## config.mk

```make
export PLATFORM = sky130hd
export DESIGN_NAME = evn_neuron
export DESIGN_NICKNAME = d
export VERILOG_FILES = /design/src/rtl/evn_pkg.sv /design/src/rtl/evn_edge_capture.sv /design/src/rtl/evn_clock_wake.sv /design/src/rtl/evn_if_core.sv /design/src/rtl/evn_neuron.sv
export SDC_FILE = /design/constraint.sdc
export NUM_CORES = 1
export LEC_CHECK = 0
export BUFFER_PORTS_ARGS = -buffer_cell sky130_fd_sc_hd__buf_2
export CAP_MARGIN = 20
export CELL_PAD_IN_SITES_DETAIL_PLACEMENT = 1
export CELL_PAD_IN_SITES_GLOBAL_PLACEMENT = 1
export CORE_MARGIN = 1
export CORE_UTILIZATION = 37
export DETAILED_ROUTE_END_ITERATION = 16
export GPL_ROUTABILITY_DRIVEN = 0
export GPL_TIMING_DRIVEN = 0
export PLACE_DENSITY_LB_ADDON = 0.1
export SLEW_MARGIN = 10
export SYNTH_ARGS = -nofsm -noshare
export SYNTH_HDL_FRONTEND = slang
export SYNTH_HIERARCHICAL = 1
export SYNTH_SLANG_ARGS = --single-unit
```

## constraint.sdc

```tcl
create_clock -name clk -period 2.9 [get_ports clk]
set_input_delay 0.29 -clock clk [delete_from_list [all_inputs] [get_ports clk]]
set_output_delay 0.29 -clock clk [all_outputs]
set_load 0.01 [all_outputs]
```

## src/rtl/evn_pkg.sv

```systemverilog
package evn_pkg;
  localparam int unsigned POT_W = 8;
  localparam int unsigned N_LINES = 2;
  localparam int unsigned LINE_UP = 0;
  localparam int unsigned LINE_DN = 1;

  typedef enum logic [1:0] {
    ST_IDLE = 2'd0,
    ST_STEP = 2'd1,
    ST_HOLD = 2'd2
  } nrn_state_e;
endpackage

```

## src/rtl/evn_edge_capture.sv

```systemverilog
module evn_edge_capture #(
  parameter int unsigned LANES = 2
) (
  input  logic             clk,
  input  logic             rst_n,
  input  logic [LANES-1:0] spk,
  input  logic             clr,
  output logic [LANES-1:0] cap
);
  logic [LANES-1:0] prev_q;

  for (genvar g = 0; g < LANES; g++) begin : g_lane
    logic rise;
    assign rise = spk[g] & ~prev_q[g];

    always_ff @(posedge clk) begin
      if (!rst_n) begin
        prev_q[g] <= 1'b0;
        cap[g]    <= 1'b0;
      end else begin
        prev_q[g] <= spk[g];
        // a fresh edge wins over a clear in the same cycle
        cap[g]    <= rise | (cap[g] & ~clr);
      end
    end

    // a held level is not recaptured once cleared
    p_level_once_r2: assert property (@(posedge clk) disable iff (!rst_n)
      (spk[g] && $past(spk[g]) && !cap[g]) |=> !cap[g]);
  end
endmodule

```

## src/rtl/evn_clock_wake.sv

```systemverilog
module evn_clock_wake (
  input  logic clk,
  input  logic rst_n,
  input  logic cap_any,
  input  logic sleep_req,
  output logic awake,
  output logic run
);
  always_ff @(posedge clk) begin
    if (!rst_n) begin
      awake <= 1'b0;
      run   <= 1'b0;
    end else begin
      awake <= cap_any | (awake & ~sleep_req);
      // ungate only once the enable has been seen for a full cycle
      run   <= awake & ~sleep_req;
    end
  end

  // the state machine clock never opens ahead of the request
  p_ungate_after_en_r5: assert property (@(posedge clk) disable iff (!rst_n)
    $rose(run) |-> $past(awake));
  // the two flags fall together
  p_sleep_both_r6: assert property (@(posedge clk) disable iff (!rst_n)
    $fell(run) |-> !awake);
endmodule

```

## src/rtl/evn_if_core.sv

```systemverilog
module evn_if_core
  import evn_pkg::*;
#(
  parameter int unsigned PW = POT_W
) (
  input  logic                 clk,
  input  logic                 rst_n,
  input  logic                 run,
  input  logic                 cap_up,
  input  logic                 cap_dn,
  input  logic signed [PW-1:0] threshold,
  input  logic                 ack,
  output logic                 clr,
  output logic                 sleep_req,
  output logic                 req,
  output logic signed [PW-1:0] pot
);
  localparam logic signed [PW-1:0] PMAX = {1'b0, {(PW-1){1'b1}}};
  localparam logic signed [PW-1:0] PMIN = {1'b1, {(PW-1){1'b0}}};

  nrn_state_e st_q, st_n;
  logic signed [PW-1:0] pot_n, stepped;
  logic req_n;
  logic cap_any;

  assign cap_any = cap_up | cap_dn;

  always_comb begin
    stepped = pot;
    if (cap_up && !cap_dn && pot != PMAX) stepped = pot + PW'(1);
    if (cap_dn && !cap_up && pot != PMIN) stepped = pot - PW'(1);
  end

  always_comb begin
    st_n      = st_q;
    pot_n     = pot;
    req_n     = req;
    clr       = 1'b0;
    sleep_req = 1'b0;
    if (run) begin
      unique case (st_q)
        ST_IDLE: begin
          if (cap_any) st_n = ST_STEP;
          else         sleep_req = 1'b1;
        end
        ST_STEP: begin
          clr = 1'b1;
          if (stepped >= threshold) begin
            pot_n = '0;
            req_n = 1'b1;
            st_n  = ST_HOLD;
          end else begin
            pot_n = stepped;
            st_n  = ST_IDLE;
          end
        end
        ST_HOLD: begin
          if (ack) begin
            req_n = 1'b0;
            st_n  = ST_IDLE;
          end else if (cap_any) begin
            clr   = 1'b1;
            pot_n = stepped;
          end
        end
        default: st_n = ST_IDLE;
      endcase
    end
  end

  always_ff @(posedge clk) begin
    if (!rst_n) begin
      st_q <= ST_IDLE;
      pot  <= '0;
      req  <= 1'b0;
    end else begin
      st_q <= st_n;
      pot  <= pot_n;
      req  <= req_n;
    end
  end

  // request holds without acknowledge
  p_req_hold_r8: assert property (@(posedge clk) disable iff (!rst_n)
    (req && !ack) |=> req);
  // acknowledge retires a pending request on the next edge
  p_ack_retire_r8: assert property (@(posedge clk) disable iff (!rst_n)
    (req && ack) |=> !req);
  // firing leaves the potential at zero
  p_fire_zero_r7: assert property (@(posedge clk) disable iff (!rst_n)
    $rose(req) |-> (pot == '0));
  // outside a fire the potential moves by at most one
  p_unit_step_r10: assert property (@(posedge clk) disable iff (!rst_n)
    !$rose(req) |-> (pot == $past(pot) || pot == PW'($past(pot) + PW'(1))
                     || pot == PW'($past(pot) - PW'(1))));
  // a gated machine holds its potential
  p_gated_stable_r6: assert property (@(posedge clk) disable iff (!rst_n)
    !run |=> $stable(pot));
endmodule

```

## src/rtl/evn_neuron.sv

```systemverilog
module evn_neuron
  import evn_pkg::*;
#(
  parameter int unsigned PW = POT_W
) (
  input  logic                 clk,
  input  logic                 rst_n,
  input  logic                 spike_up,
  input  logic                 spike_down,
  input  logic signed [PW-1:0] threshold,
  input  logic                 fire_ack,
  output logic                 fire_req,
  output logic                 clk_request,
  output logic                 fsm_clk_on,
  output logic signed [PW-1:0] potential
);
  logic [N_LINES-1:0] caps;
  logic clr, sleep_req;

  evn_edge_capture #(.LANES(N_LINES)) u_cap (
    .clk   (clk),
    .rst_n (rst_n),
    .spk   ({spike_down, spike_up}),
    .clr   (clr),
    .cap   (caps)
  );

  evn_clock_wake u_wake (
    .clk       (clk),
    .rst_n     (rst_n),
    .cap_any   (|caps),
    .sleep_req (sleep_req),
    .awake     (clk_request),
    .run       (fsm_clk_on)
  );

  evn_if_core #(.PW(PW)) u_core (
    .clk       (clk),
    .rst_n     (rst_n),
    .run       (fsm_clk_on),
    .cap_up    (caps[LINE_UP]),
    .cap_dn    (caps[LINE_DN]),
    .threshold (threshold),
    .ack       (fire_ack),
    .clr       (clr),
    .sleep_req (sleep_req),
    .req       (fire_req),
    .pot       (potential)
  );
endmodule

```

Word level (Yosys, flattened, before mapping)

Index checks and enable logic that the tools add are counted.

$add $sub $neg: 2
Multiply operators: 0
Div/mod/pow operators: 0
Order comparisons: 1
Equality and inequality tests: 9
Shifts and indexed selects: 0
Multiplexer cells: 20
Bitwise logic cells: 13
Reductions and logical operators: 12

Operator list:

| cell                  | count |
|---|---|
| $mux W8               | 5 |
| $ne A8 B8 Y1 const B  | 2 |
| $pmux W8 S2           | 1 |
| $add A8 B2 Y8 const B | 1 |
| $ge A8 B8 Y1          | 1 |
| $mux W1               | 8 |
| $reduce_and A4 Y1     | 2 |
| $sub A8 B2 Y8 const B | 1 |
| $mux W2               | 3 |
| $ne A2 B1 Y1 const B  | 3 |
| $pmux W2 S3           | 1 |
| $and A1 B1 Y1         | 5 |
| $logic_and A1 B1 Y1   | 4 |
| $ne A2 B2 Y1 const B  | 2 |
| $not A1 Y1            | 4 |
| $or A1 B1 Y1          | 4 |
| $pmux W1 S2           | 2 |
| $reduce_and A3 Y1     | 1 |
| $eq A2 B1 Y1 const B  | 1 |
| $eq A2 B2 Y1 const B  | 1 |
| $logic_not A1 Y1      | 2 |
| $logic_not A2 Y1      | 1 |
| $reduce_bool A2 Y1    | 1 |
| $reduce_or A2 Y1      | 1 |

Flip-flop bits (word level): 17
Bits in latches: 0
Memory bits (writable): 0
Bits in read-only memories: 0
Input bits: 13
Output and inout port bits: 11
Logic and storage cells: 66
Memories kept: 0

Depth between registers and ports, before layout

Depth in word-level cells: 8
Gate-level depth with buffers: 12

Cells and area by module

The synthesis kept the hierarchy.

By module, submodules not included:

| module           | instances | cells each | area an instance (um^2) | seq. area each (um^2) |
|---|---|---|---|---|
| evn_if_core      | 1         | 140        | 1,142.3                 | 220.2 |
| evn_edge_capture | 1         | 12         | 155.1                   | 80.1 |
| evn_clock_wake   | 1         | 5          | 67.6                    | 40.0 |
| evn_neuron       | 1         | 1          | 6.3                     | 0.0 |

Worst setup path before layout

Ideal clock, no wire load.

Kind: register -> register
Start point: register u_core.pot[3]
End point: register u_core.pot[1]
Library setup time: 60 ps
Data arrival time: 3,073 ps
Required time: 2,840 ps
Setup slack: -233 ps
Cell stages (with the launch flop): 12
Buffers on the path: 1
Clock period less this slack: 3,133 ps
Cell sequence: dfxtp_1 buf_6 or4_4 o21a_4 a31oi_1 xnor2_1 ha_1 a21o_1 a2111oi_2 o22ai_1 a21boi_1 a22o_1

Word-level cells in the longest chain between the ends: 7
Elaborated cells on any way between the ends: 13
Those cells by class: add/sub (2); order compare (1); eq/ne (2); mux (6); reduce/logical (2)

RTL lines:

| element                                                               | line                                 | text |
|---|---|---|
| start, declared                                                       | evn_if_core.sv:16                    | `output logic signed [PW-1:0] pot` |
| start signal, assigned                                                | evn_if_core.sv:78                    | `pot <= pot_n;` |
| parallel branches: the longest is 3 deep, another holds $add A8 B2 Y8 | -                                    |  |
| $mux W8 (*)                                                           | evn_if_core.sv:31                    | `if (cap_dn && !cap_up && pot != PMIN) stepped = pot - PW'(1);` |
| $ge A8 B8 Y1 / $mux W8 (equally long branches)                        | evn_if_core.sv:48, evn_if_core.sv:61 |  |
| $mux W8, on equally long branches                                     | evn_if_core.sv:48, evn_if_core.sv:58 |  |
| $pmux W8 S2 (*)                                                       | evn_if_core.sv:41                    | `unique case (st_q)` |

Every way passes the cells marked *. The select of a mux whose other input is x is not followed.
A chain may end at the register's enable or synchronous reset.

Worst setup path after layout

Start point: register u_core.pot[2]
End point: register u_core.pot[2]

The elaborated chain is that of the path after synthesis.

==> results.md <==
- HPWL after DPL: 2920 um
- Synth cell types: between 50 and 60
- CTS H-tree lvls: 1
- Final Cell Area: 0.00185 mm2
- Slew @ Worst Pin: about 0.45 ns
- Area delta synth->final: 34.9%
- Hold WC Path Type: input port to flip-flop
- CP Class: flip-flop to flip-flop
- Failing checks: setup timing
- Worst slew margin: 0.700
- NetSw: a little under 0.2 mW
- Drt first pass iters: 4
- Number of antenna violations at the first check in global routing: 0
- Final net count: ~220
- Post-synthesis instance total: 158
- Largest net degree at the start of global routing: 15
- GRT Overall Usage: 0.213
- # DRC: 0
- Die Height: between 60 and 70 um
- Leak: ~0.79 nW
- Top_reg_cell synth: dfxtp_1
- Dominant cell type by area after synthesis: dfxtp_1
- Hold Buf Count CTS: 0
- CTS tree: built
- Synthesized area per cell: roughly 8.7 um2
- Die width: between 60 and 70 um
- DRT iter0 DRCs: between 50 and 60
- Num CTS Buffers: 3
- Comb power frac: 0.294
- Core box area: ~0.0034 mm2
- Clock Skews: between 0.003 and 0.004 ns
- Required time worst endpoint: just over 3 ns
- VDD IR-drop max: 0.214 mV
- Final Hold Violating Endpoints: 0
- N_diodes: 0
- CP cell instances: or4_4 -> o21a_4 -> a31oi_4 -> xnor2_2 -> ha_1 -> a21o_1 -> a2111oi_4 -> o22a_1 -> buf_4 -> o2111ai_2 -> o311ai_1
- Syn Nets: 185
- Sw frac: 0.317
- Post-DR wirelength/cell: 17.5 um
- Worst-path clk slew: ~0.080 ns
- Crit end category: flip-flop
- Post-DP Area: between 0.0015 and 0.002 mm2
- RSZ-0062 raised after global routing: yes
- Sequential power share: 0.396
- Input/output buffers: 23
- Int Power: around 0.43 mW
- Critical path's largest stage delay: about 0.54 ns
- CTS Buffer Depth: 2
- Ports: 24
- Filler cells: approximately 420
- Post-route setup slack: -0.0933 ns
- Global-route wire length before repair: roughly 6700 um
- Max Slew Vio Count: 0
- CP max-delay cell: or4_4
- Status: finished with violations
- Setup crit start kind: flip-flop
- Via density: around 5.6
- Clk_lat worst skew: roughly 0.26 ns
- Top fanout value on the critical path: 5
- Power per Cell Area: 338 mW/mm2
- Via Count: 1348
- Async SR Flop Fraction: 0
- Post-synth EDFFs: 0
- Post-layout util: 0.537
- Clock share of power: 0.309
- Root buffer cell: clkbuf_8
- Final setup viols: 10
- Tmin final: 2.99 ns
- Most common library cells after synthesis: 17 x dfxtp_1, 17 x inv_1, 14 x ha_1, 11 x nor2_1, 8 x nand2_1
- Yosys top cell area share: 0.248
- Final WL: between 4000 and 5000 um
- Synth warnings: 6
- Max_cap viols: 0
- Worst EP arrival: 3.16 ns
- Vias in the first global route: ~1400
- Final ANT Viol Nets: 0
- Initial Util: 0.398
- Fmax: ~330 MHz
- Seq/Total Area, Yosys: 0.248
- Yosys reg bits: 17
- Layout cells sized above 1: 0.387
- Sinks on Clock Net: 17
- Post-Syn Area: roughly 0.0014 mm2
- Die Footprint: just under 0.004 mm2
- # rows: 21
- Fin crit share: 1.03
- Final global-route overflow total: 0
- Top cells by area, synth: dfxtp_1 25%, ha_1 13%, inv_1 4.7%, a22o_1 3.2%, xnor2_1 3.2%
[worst max-delay path, delay by kind of cell (launching register included)]
family                   cells  cell delay [ns]
AO/OA/AOI/OAI                7             1.47
AND/OR/NAND/NOR              1             0.54
flip-flops                   1             0.34
adder cells (fa/ha/maj)      1             0.31
buffers and inverters        1             0.14
XOR/XNOR                     1             0.10
[path summary, 6_finish.rpt]
check | startpoint | endpoint | slack, ns | cells past startpoint
setup / recovery | u_core/pot[2] | u_core/pot[2] | -0.09 | 11
hold / removal | spike_up | u_cap/prev_q[0] | 0.28 | 2
setup reg to reg | u_core/pot[2] | u_core/pot[2] | -0.09 | 11
hold reg to reg | u_cap/prev_q[0] | u_cap/cap[0] | 0.51 | 2
[area by class of cell]
type	count	area, um2	share of cell area
Timing Repair Buffer	34	198	0.107
Tap cell	46	57.6	0.0311
Clock buffer	3	41.3	0.0223
Inverter	17	66.3	0.0359
Buffer	2	11.3	0.00609
Multi-Input combinational cell	120	1110	0.601
Clock inverter	1	7.51	0.00406
Sequential cell	17	355	0.192
[timing repair]
item	4_1_cts	5_1_grt
gates resized for setup	19	16
pin swaps	19	16
setup endpoints to repair	10	10
buffers inserted	8	3
[stage by stage]
| step | setup WS (ns) | instances | hold slack (ns) | power (mW) | setup TNS, ns |
|---|---|---|---|---|---|
| 2_1_floorplan | -0.0114 | 158 | 0.407 | 0.359 | -0.0114 |
| 3_3_place_gp | -0.311 | 227 | 0.490 | 0.393 | -2.55 |
| 3_5_place_dp | -0.473 | 227 | 0.501 | 0.401 | -4.14 |
| 4_1_cts | -0.190 | 237 | 0.278 | 0.616 | -1.64 |
| 5_1_grt | -0.240 | 240 | 0.279 | 0.661 | -1.94 |
| 6_report | -0.0933 | 240 | 0.282 | 0.624 | -0.563 |
[kinds of logic (layout without fill, tap and decap cells)]
family	Yosys count	after routing	synth area share
flip-flops	17	17	0.248
AND/OR/NAND/NOR	54	54	0.241
XOR/XNOR	7	7	0.0447
AO/OA/AOI/OAI	44	44	0.268
multiplexers	1	1	0.00730
adder cells (fa/ha/maj)	14	14	0.128
buffers and inverters	21	57	0.0630
[power by group through the flow]
stage	clock network (mW)	logic [mW]	registers [mW]
floorplan	0	0.106	0.253
global placement	0	0.139	0.254
detailed placement	0	0.146	0.254
CTS	0.198	0.172	0.246
global route	0.212	0.201	0.249
finish	0.193	0.184	0.247
[registers in the layout (all words and copies together), names as in the netlist]
| register | flops |
|---|---|
| u_cap/cap | 2 |
| u_cap/prev_q | 2 |
| u_core/pot | 8 |
| u_core/req | 1 |
| u_core/st_q | 2 |
| u_wake/awake | 1 |
| u_wake/run | 1 |
[cell usage in the layout, fill, tap and decap left out, types with 3 or more instances in the layout]
cell / netlist / layout
a22o_1: 5 / 5
a21oi_1: 3 / 3
ha_1: 14 / 11
clkbuf_8: 0 / 3
nand2_1: 8 / 8
buf_4: 0 / 11
dfxtp_4: 0 / 3
and4_1: 3 / 3
dfxtp_1: 17 / 11
nor2_1: 11 / 10
nand3_1: 3 / 3
inv_1: 17 / 15
and2_1: 5 / 5
o21a_1: 3 / 3
xnor2_1: 5 / 4
dfxtp_2: 0 / 3
buf_2: 0 / 23
nand2b_1: 4 / 4
[per-layer routing]
layer / GRT usage / routed length (um) / vias to the layer above
met2: 0.413 / 2270 / 37
met4: 0.0407 / 44 / 0
li1: - / - / 655
met5: 0 / 0 / -
met1: 0.238 / 1760 / 652
met3: 0.0383 / 126 / 4
Note: power is estimated with default switching activity, not from simulation.
